`src/rtl/bkup_pkg.sv`:
```
package bkup_pkg;
  typedef enum logic [1:0] {
    PWR_SEALED = 2'd0,
    PWR_MAIN   = 2'd1,
    PWR_BATT   = 2'd2
  } pwr_mode_t;
endpackage

```
`src/rtl/bkup_mode_fsm.sv`:
```
module bkup_mode_fsm
  import bkup_pkg::*;
(
  input  logic      clk,
  input  logic      rst,
  input  logic      main_ok,
  input  logic      reseal_req,
  input  logic      vcc_low_rst,
  input  logic      vcc_below_bat,
  output pwr_mode_t mode
);
  pwr_mode_t mode_nxt;
  logic      reseal_ok;
  logic      need_batt;

  assign reseal_ok = !main_ok && reseal_req;
  assign need_batt = vcc_low_rst && vcc_below_bat;

  always_comb begin
    mode_nxt = mode;
    case (mode)
      PWR_SEALED: if (main_ok) mode_nxt = PWR_MAIN;
      PWR_MAIN: begin
        if (reseal_ok)      mode_nxt = PWR_SEALED;
        else if (need_batt) mode_nxt = PWR_BATT;
      end
      PWR_BATT: begin
        if (reseal_ok)       mode_nxt = PWR_SEALED;
        else if (!need_batt) mode_nxt = PWR_MAIN;
      end
      default: mode_nxt = PWR_SEALED;
    endcase
  end

  always_ff @(posedge clk) begin
    if (rst) mode <= PWR_SEALED;
    else     mode <= mode_nxt;
  end
endmodule

```
`src/rtl/bkup_test_sched.sv`:
```
module bkup_test_sched #(
  parameter int unsigned INIT_DLY = 16,
  parameter int unsigned GAP      = 40,
  parameter int unsigned TEST_LEN = 6
) (
  input  logic clk,
  input  logic rst,
  input  logic run,
  input  logic bat_low,
  output logic load_en,
  output logic health_q
);
  localparam int unsigned MAX_A = (INIT_DLY > GAP) ? INIT_DLY : GAP;
  localparam int unsigned MAX_C = (MAX_A > TEST_LEN) ? MAX_A : TEST_LEN;
  localparam int unsigned CW    = $clog2(MAX_C + 1);
  localparam logic [CW-1:0] INIT_LD = CW'(INIT_DLY - 1);
  localparam logic [CW-1:0] GAP_LD  = CW'(GAP - 1);
  localparam logic [CW-1:0] TEST_LD = CW'(TEST_LEN - 1);

  logic          in_test;
  logic [CW-1:0] cnt;

  always_ff @(posedge clk) begin
    if (rst) begin
      in_test  <= 1'b0;
      cnt      <= INIT_LD;
      health_q <= 1'b0;
    end else if (!run) begin
      in_test <= 1'b0;
      cnt     <= INIT_LD;
    end else if (cnt != '0) begin
      cnt <= cnt - 1'b1;
    end else if (in_test) begin
      in_test  <= 1'b0;
      cnt      <= GAP_LD;
      health_q <= !bat_low;
    end else begin
      in_test <= 1'b1;
      cnt     <= TEST_LD;
    end
  end

  assign load_en = in_test && run;
endmodule

```
`src/rtl/bkup_switch_ctrl.sv`:
```
module bkup_switch_ctrl
  import bkup_pkg::*;
#(
  parameter int unsigned INIT_DLY = 16,
  parameter int unsigned GAP      = 40,
  parameter int unsigned TEST_LEN = 6
) (
  input  logic clk,
  input  logic rst,
  input  logic main_ok,
  input  logic reseal_req,
  input  logic vcc_low_rst,
  input  logic vcc_below_bat,
  input  logic bat_low,
  output logic sel_main,
  output logic sel_bat,
  output logic bat_on,
  output logic bat_good,
  output logic load_en
);
  pwr_mode_t mode;
  logic      health_q;
  logic      on_main;

  bkup_mode_fsm u_fsm (
    .clk           (clk),
    .rst           (rst),
    .main_ok       (main_ok),
    .reseal_req    (reseal_req),
    .vcc_low_rst   (vcc_low_rst),
    .vcc_below_bat (vcc_below_bat),
    .mode          (mode)
  );

  assign on_main = (mode == PWR_MAIN);

  bkup_test_sched #(
    .INIT_DLY (INIT_DLY),
    .GAP      (GAP),
    .TEST_LEN (TEST_LEN)
  ) u_sched (
    .clk      (clk),
    .rst      (rst),
    .run      (on_main),
    .bat_low  (bat_low),
    .load_en  (load_en),
    .health_q (health_q)
  );

  assign sel_main = on_main;
  assign sel_bat  = (mode == PWR_BATT);
  assign bat_on   = (mode == PWR_BATT);
  assign bat_good = health_q && on_main;
endmodule

```
`config.mk`:
```
export PLATFORM = sky130hd
export DESIGN_NAME = bkup_switch_ctrl
export DESIGN_NICKNAME = d
export VERILOG_FILES = /design/src/rtl/bkup_pkg.sv /design/src/rtl/bkup_mode_fsm.sv /design/src/rtl/bkup_test_sched.sv /design/src/rtl/bkup_switch_ctrl.sv
export SDC_FILE = /design/constraint.sdc
export NUM_CORES = 1
export LEC_CHECK = 0
export ABC_AREA = 1
export BUFFER_PORTS_ARGS = -buffer_cell sky130_fd_sc_hd__buf_2
export CORE_AREA = 2 2 39 41
export CTS_BUF_LIST = sky130_fd_sc_hd__clkbuf_8
export CTS_CLUSTER_DIAMETER = 50
export DETAILED_ROUTE_END_ITERATION = 10
export DIE_AREA = 0 0 41 43
export GPL_TIMING_DRIVEN = 0
export SYNTH_ARGS = -nofsm -noshare
export SYNTH_HDL_FRONTEND = slang
export SYNTH_SLANG_ARGS = --single-unit
```
`constraint.sdc`:
```
create_clock -name clk -period 1.38 [get_ports clk]
set_input_delay 0 -clock clk [delete_from_list [all_inputs] [get_ports clk]]
set_output_delay 0 -clock clk [all_outputs]
set_load 0.02 [all_outputs]
```
Word-level counts from Yosys, hierarchy flattened
Cells that the tools add are included.
{ "word_totals": {"ff_bits": 10, "latchBits": 0, "ram_bits": 0, "romBits": 0, "in_bits": 7, "out_inout_bits": 5, "word_cells": 32, "mem_count": 0} }
{ "op_classes": {"n_addsub": 1, "multipliers": 0, "div": 0, "n_lt_le_gt_ge": 0, "eq_ne": 5, "shift": 0, "mux": 9, "n_bitwise": 2, "reduce_logical": 11} }
{ "ops": {"columns": ["cell", "n"], "rows": [
  ["6-bit two-way mux", 2],
  ["2-bit two-way mux", 5],
  ["2-bit case mux with 3 select lines", 1],
  ["3-bit AND reduction", 2],
  ["6-bit nonzero test", 1],
  ["6-bit by 1-bit subtractor with 6-bit output (second input constant)", 1],
  ["1-bit logical AND", 4],
  ["3-bit by 1-bit != test with 1-bit output (second input constant)", 1],
  ["3-bit by 2-bit != test with 1-bit output (second input constant)", 1],
  ["2-bit by 1-bit == test with 1-bit output (second input constant)", 1],
  ["2-bit == test (second input constant)", 1],
  ["1-bit zero test", 2],
  ["2-bit zero test", 1],
  ["2-bit != test (second input constant)", 1],
  ["1-bit inverter", 2],
  ["2-bit OR reduction", 1],
  ["1-bit two-way mux", 1]
]} }

Longest topological paths before layout
Gate-level depths: netlist of the first run.
{ "depth": {"word_depth": 4, "ltp_mapped": 8, "mapped_depth_nobuf": 8} }

By module
Synthesis of the first run repeated with hierarchy kept, for this count alone.
{ "unflattened": {"hier_cells": 83, "area_unflattened_um2": 573.0} }
{ "modules_own_cells": {"columns": ["mod", "n_inst", "cells_per_inst", "area_per_inst_um2", "seq_area_each_um2"], "rows": [
  ["bkup_test_sched", 1, 57, 424.2, 160.2],
  ["bkup_mode_fsm", 1, 19, 113.9, 40.0],
  ["bkup_switch_ctrl", 1, 7, 35.0, 0.0]
]} }

Least setup slack after synthesis of the first run
No wires, ideal clock.
{ "synth_timing": {"kind": "register to register", "from": "reg u_fsm.mode[1]", "to": "reg u_fsm.mode[1]", "setup_time_ps": 86, "arrival_time_ps": 1120, "required_time_ps": 1294, "setup_slack_ps": 175, "stages_incl_launch_ff": 5, "n_path_buf": 0, "period_less_slack_ps": 1205, "cell_sequence": "dfxtp_1 > inv_1 > nor2_1 > nand3_1 > a211oi_1"} }
{ "synth_via": {"elab_chain_cells": 3, "word_cells_on_any_way": 8, "classes_between": "eq/ne: 5; mux: 1; reduce/logical: 2"} }
{ "synth_rtl": {"columns": ["element", "line_no", "source"], "rows": [
  ["start: declaration", "bkup_mode_fsm.sv:10", "output pwr_mode_t mode"],
  ["start signal: assignment", "bkup_mode_fsm.sv:37", "else mode <= mode_nxt;"],
  ["2-bit == test *", null, null],
  ["via bat_on", "bkup_switch_ctrl.sv:17", "output logic bat_on,"],
  ["3-bit by 2-bit != test with 1-bit output (no line)", null, null],
  ["3-bit AND reduction (no line)", null, null]
]} }
The timed path passes the listed nets; every way through them passes the cells marked *.
A chain may end at the register's enable or synchronous reset.

Worst setup path after layout of the first run
{ "layout_timing": {"from": "reg u_fsm.mode[0]", "to": "out load_en"} }
{ "layout_via": {"elab_chain_cells": 2} }
{ "layout_rtl": {"columns": ["element", "line_no", "source"], "rows": [
  ["2-bit by 1-bit == test with 1-bit output", "bkup_switch_ctrl.sv:35", "assign on_main = (mode == PWR_MAIN);"],
  ["1-bit logical AND", "bkup_test_sched.sv:43", "assign load_en = in_test && run;"],
  ["end: declaration", "bkup_switch_ctrl.sv:19", "output logic load_en"]
]} }
Every way passes these cells.

==> flow_metrics.tcl, run 1 <==
set metrics [dict create \
    core_area_um2 1380 \
    vias 477 \
    layout_min_cycle_time_ns 1.15 \
    worstPathArrival_ns 1.15 \
    crit_type "register to output pin" \
    min-delay-path-class "input pin to register" \
    die_area_um2 1760 \
    synth_cells 72 \
    grt_max_degree 7 \
    post_cts_buffers 0 \
    ioPinCount 12 \
    rsz0062_at_grt "no" \
    start_kind "register" \
    num_antenna_cells 0 \
    p_sw_mw 0.198 \
    start_util_pct 39.0 \
    vias_per_cell 4.63 \
    wire_per_inst_um 8.50 \
    critPathMaxFanout 4 \
    yosys.cell_types.count 20 \
    comb_power_share_pct 14.6 \
    ctsHoldBuffers 0 \
    antenna_found_initial 0 \
    p_seq_share_pct 39.0 \
    crit_path_frequent_cell "nor2_4" \
    ys_ff_latch 10 \
    vdd_drop_max_v 0.000612 \
    finalNetCount 97 \
    num_rows 14 \
    crit_chain "inv_2 > nor2_4 > inv_4 > nor2_4 > buf_2" \
    status "finished, final reports clean" \
    fin_cells 103 \
    report.final.slew_viol_count 0 \
    clock_skew_ns 0.00219 \
    synth_nets 81 \
    switching_share_pct 25.0 \
    critical_path_required_ns 1.38 \
    cts_tree "done" \
    cp-end-kind "output pin" \
    p_leak_nw 0.337 \
    setup_violations 0 \
    hold_viol_final 0 \
    syn2layout_area_growth_pct 24.1 \
    cts_buffers 3 \
    wl_um 876 \
    dp.cells 99 \
    cts-root-buf "clkbuf_8" \
    max_stage_delay_ns 0.36 \
    first_pass_iters 3 \
    die_y_um 43 \
    critPathSlowestCell "dfxtp_1" \
    post_cts_resized 0 \
    drt-initial-drc-count 7 \
    dp.final_hpwl_um 693 \
    htree_num_levels 1 \
    clock.fmax_mhz 866 \
    slew_headroom_pct 87.8 \
    worst_pin_slew_ns 0.182 \
    die_x_um 41 \
    ys_seq_area_share_pct 37.1 \
    drive_gt1_share_pct 29.9 \
    clkTransAtPathRegs_ns 0.05 \
    power_density_nw_per_um2 1180 \
    ant_nets 0 \
    first_global_vias 415 \
    clkSinkCount 10 \
    finalSetupTns_ns 0 \
    place.gp.congestion 0.694 \
    synth_area_um2 539 \
    post-route-util_pct 48.4 \
    period_share_pct 83.6 \
    p_clk_share_pct 46.4 \
    total_power_mw 0.790 \
    syn_area_per_cell_um2 7.49 \
    ys.warnings.count 0 \
    drv_cap 0 \
    route.detailed.drc 0 \
    cts_buffer_depth 2 \
    clock_latency_ns 0.24 \
    grt_usage_pct 14.1 \
    gr-total-overflow 0 \
    numPortBuffers 11 \
    p_int_mw 0.592 \
    grt_pass1_wl_um 1590 \
]
-- worst max-delay path: cells and delay by family, from the launching register on --
kind	cells	cell delay (ns)
buffers and inverters	3	0.31
flip-flops	1	0.36
AND/OR/NAND/NOR	2	0.24
-- final timing paths --
kind | from | endpoint | slack [ns] | depth (start not counted)
max | u_fsm.mode[0] | load_en | 0.23 | 5
min | rst | u_fsm.mode[0] | 0.03 | 2
max reg2reg | u_sched.cnt[0] | u_sched.in_test | 0.25 | 7
min reg2reg | u_sched.cnt[0] | u_sched.cnt[0] | 0.39 | 1
-- kinds of logic (layout without fill, tap and decap cells) --
| group | after synthesis | count (layout) | synth area share (%) |
|---|---|---|---|
| XOR/XNOR | 3 | 3 | 4.87 |
| buffers and inverters | 16 | 31 | 12.3 |
| AND/OR/NAND/NOR | 34 | 34 | 33.6 |
| flip-flops | 10 | 10 | 37.1 |
| adder cells (fa/ha/maj) | 2 | 2 | 4.64 |
| AO/OA/AOI/OAI | 7 | 7 | 7.42 |
-- placed cells by master, fill, tap and decap left out, drive strengths merged --
| master | Yosys | routed |
|---|---|---|
| dfxtp | 10 | 10 |
| nand2 | 13 | 13 |
| xor2 | 2 | 2 |
| inv | 15 | 15 |
| a21oi | 3 | 3 |
| xnor2 | 1 | 1 |
| o21ai | 2 | 2 |
| o211ai | 1 | 1 |
| nand4 | 2 | 2 |
| buf | 1 | 12 |
| clkbuf | 0 | 4 |
| nor2 | 12 | 12 |
| ha | 2 | 2 |
| nand3 | 7 | 7 |
| a211oi | 1 | 1 |
-- metal layers --
| metal | GRT usage (%) | part of all wire [%] |
|---|---|---|
| met1 | 15.6 | 42 |
| met2 | 19.1 | 49 |
| met3 | 6.81 | 5.1 |
| met4 | 12.0 | 3.8 |
| met5 | 0 | 0 |
-- cells in the mapped netlist, drive strengths merged --
| library cell | instances | area, um^2 |
|---|---|---|
| a211oi | 1 | 7.51 |
| a21oi | 3 | 15.0 |
| buf | 1 | 7.51 |
| dfxtp | 10 | 200 |
| ha | 2 | 25.0 |
| inv | 15 | 58.8 |
| nand2 | 13 | 51.3 |
| nand3 | 7 | 35.0 |
| nand4 | 2 | 18.8 |
| nor2 | 12 | 76.3 |
| o211ai | 1 | 7.51 |
| o21ai | 2 | 10.0 |
| xnor2 | 1 | 8.76 |
| xor2 | 2 | 17.5 |
-- state kept, by name (all words and copies together) (netlist names) --
| signal | count |
|---|---|
| u_sched.cnt | 6 |
| u_fsm.mode | 2 |
| u_sched.health_q | 1 |
| u_sched.in_test | 1 |
-- final cells by class --
cell class	count	area (um^2)
Sequential cell	10	200
Multi-Input combinational cell	46	273
Buffer	1	7.51
Clock buffer	4	55.1
Fill cell	137	714
Tap cell	16	20.0
Inverter	15	58.8
Timing Repair Buffer	11	55.1
-- per-stage QoR --
step	instance area (um^2)	setup slack (ns)	hold slack, ns
2_1_floorplan	539	0.175	0.0691
3_3_place_gp	614	0.256	0.273
3_5_place_dp	614	0.249	0.281
4_1_cts	669	0.210	0.0272
5_1_grt	669	0.159	0.0380
6_report	669	0.226	0.0288
-- power groups by stage --
stage	sequential [mW]	clock, mW	combinational (mW)
after global routing	0.309	0.392	0.132
after global placement	0.314	0	0.117
final	0.308	0.367	0.115
after CTS	0.308	0.382	0.117
after floorplan	0.313	0	0.0887
after detailed placement	0.314	0	0.117
Note: power is estimated with default switching activity, not from simulation.
==> run 2: changes to the inputs <==
==> constraint.sdc (replaced) <==
create_clock -name clk -period 0.94 [get_ports clk]
set_input_delay 0 -clock clk [delete_from_list [all_inputs] [get_ports clk]]
set_output_delay 0 -clock clk [all_outputs]
set_load 0.02 [all_outputs]
==> run 2 against run 1 <==
Compared with the run above:
- largest power group unchanged
- critical endpoint unchanged
- combinational power up 140%
- wire length up 32%
- final cell count up 6.8%
- non-clock buffer count up 7
- cell area up 27%
- clock power up 48%
- core utilization up 13 points
- die area unchanged
- sequential power up 49%
- clock skew about the same
- the run now ends with negative setup slack left
- largest cell class unchanged
==> flow_metrics.tcl, run 2 (synthesized netlist as in run 1, its figures left out) <==
set metrics [dict create \
    cts-root-buf "clkbuf_8" \
    cp-end-kind "output pin" \
    setup_slack_ns -0.150 \
    cts_buffers 3 \
    crit_path_frequent_cell "nor2_4" \
    clkTransAtPathRegs_ns 0.05 \
    switching_share_pct 26.5 \
    status "complete, but fails checks" \
    post-route-util_pct 61.4 \
    antenna_found_initial 0 \
    report.final.slew_viol_count 0 \
    ant_nets 0 \
    place.gp.congestion 0.760 \
    first_pass_iters 2 \
    final_cell_mix "nand2_1, buf_4, inv_1" \
    wire_per_inst_um 10.5 \
    p_leak_nw 0.380 \
    setup_violations 14 \
    crit_type "register to output pin" \
    start_util_pct 39.0 \
    layout_min_cycle_time_ns 1.09 \
    first_global_vias 482 \
    drt-initial-drc-count 1 \
    critPathMaxFanout 4 \
    comb_power_share_pct 21.8 \
    reg_top3 "u_sched.cnt (6), u_fsm.mode (2)" \
    route.detailed.drc 0 \
    critical_path_required_ns 0.94 \
    p_int_mw 0.943 \
    critPathSlowestCell "dfxtp_4" \
    worstPathArrival_ns 1.09 \
    design_area_um2 850 \
    grt_max_degree 7 \
    cts_tree "done" \
    clock_skew_ns 0.00262 \
    dp_slack_ns -0.140 \
    clkSinkCount 10 \
    violations "negative setup slack" \
    dp.final_hpwl_um 724 \
    worst_pin_slew_ns 0.231 \
    vias 518 \
    crit_chain "inv_2 > nor2_4 > inv_4 > nor2_4 > buf_6" \
    slew_headroom_pct 84.4 \
    drive_gt1_share_pct 56.4 \
    min-delay-path-class "input pin to register" \
    vias_per_cell 4.71 \
    htree_num_levels 1 \
    num_rows 14 \
    finalNetCount 104 \
    cts_buffer_depth 2 \
    max_stage_delay_ns 0.35 \
    p_seq_share_pct 35.8 \
    numPortBuffers 11 \
    num_antenna_cells 0 \
    period_share_pct 116 \
    reg2regPathDepth 7 \
    ctsHoldBuffers 0 \
    drv_cap 0 \
    hold_viol_final 0 \
    min_path_cells 4 \
    vdd_drop_max_v 0.000989 \
    crit_family "flip-flops" \
    core_area_um2 1380 \
    crit_cells 5 \
    clock_latency_ns 0.24 \
    wl_um 1150 \
    finalSetupTns_ns -1.33 \
    p_sw_mw 0.340 \
    power_density_nw_per_um2 1510 \
    largest_reg_flops 6 \
    total_power_mw 1.28 \
    syn2layout_area_growth_pct 57.5 \
    p_clk_share_pct 42.4 \
    dpl-instance-area_um2 649 \
    layout_commonest_cell "nand2_1" \
    rsz0062_at_grt "yes" \
    die_x_um 41 \
    start_kind "register" \
    grt_usage_pct 16.1 \
    gr-total-overflow 0 \
    grt_pass1_wl_um 1910 \
    path_buf_inv 3 \
    largest-register "u_sched.cnt" \
    ioPinCount 12 \
    clock.fmax_mhz 918 \
    die_area_um2 1760 \
    die_y_um 43 \
]
-- run 2: cell types whose count changed in the layout (fill, tap and decap cells not counted), sizes merged --
cell | before | now
clkinv | 0 | 1
buf | 12 | 19
inv | 15 | 14
-- run 2: worst paths after layout --
kind	from	end	slack (ns)
max	u_fsm.mode[0]	load_en	-0.15
min	bat_low	u_sched.health_q	0.03
max reg2reg	u_fsm.mode[0]	u_fsm.mode[0]	-0.12
min reg2reg	u_sched.health_q	u_sched.health_q	0.49
-- run 2: worst min-delay path, stage by stage --
cell,delay [ns]
buf_2,0.08
nand3_1,0.06
nand2_1,0.05
nor2_1,0.03
-- run 2: timing repair --
| item | 4_1_cts | 5_1_grt |
|---|---|---|
| setup endpoints to repair | 15 | 15 |
| hold endpoints to repair | 0 | 0 |
| setup buffers | 3 | 4 |
| pin swaps | 5 | 7 |
| gates resized for setup | 16 | 14 |
-- run 2: layout make-up --
type	count	area, um^2
fillers	117	534
clock buffers	4	55.1
inverters	15	66.3
flip-flops and latches	10	208
well taps	16	20.0
multi-input cells	46	354
plain buffers	1	11.3
repair buffers	18	135
-- run 2: power groups by stage --
| stage | combinational (mW) | sequential, mW | clock, mW |
|---|---|---|---|
| 6_report | 0.279 | 0.460 | 0.544 |
| 5_1_grt | 0.305 | 0.461 | 0.572 |
| 4_1_cts | 0.221 | 0.460 | 0.565 |
| 3_5_place_dp | 0.183 | 0.467 | 0 |
| 3_3_place_gp | 0.182 | 0.466 | 0 |
| 2_1_floorplan | 0.139 | 0.465 | 0 |
-- run 2: per-layer routing --
layer,vias to the layer above,wire length [um],track usage (%)
li1,270,-,-
met1,233,476,20.4
met2,10,605,22.8
met3,5,35,3.14
met4,0,35,12.0
met5,-,0,0
-- run 2: stage by stage --
step                      std cells  hold slack (ns)
after floorplan                  72           0.0617
after global placement           99            0.274
after detailed placement         99            0.275
after CTS                       106           0.0271
after global routing            110           0.0438
final                           110           0.0289
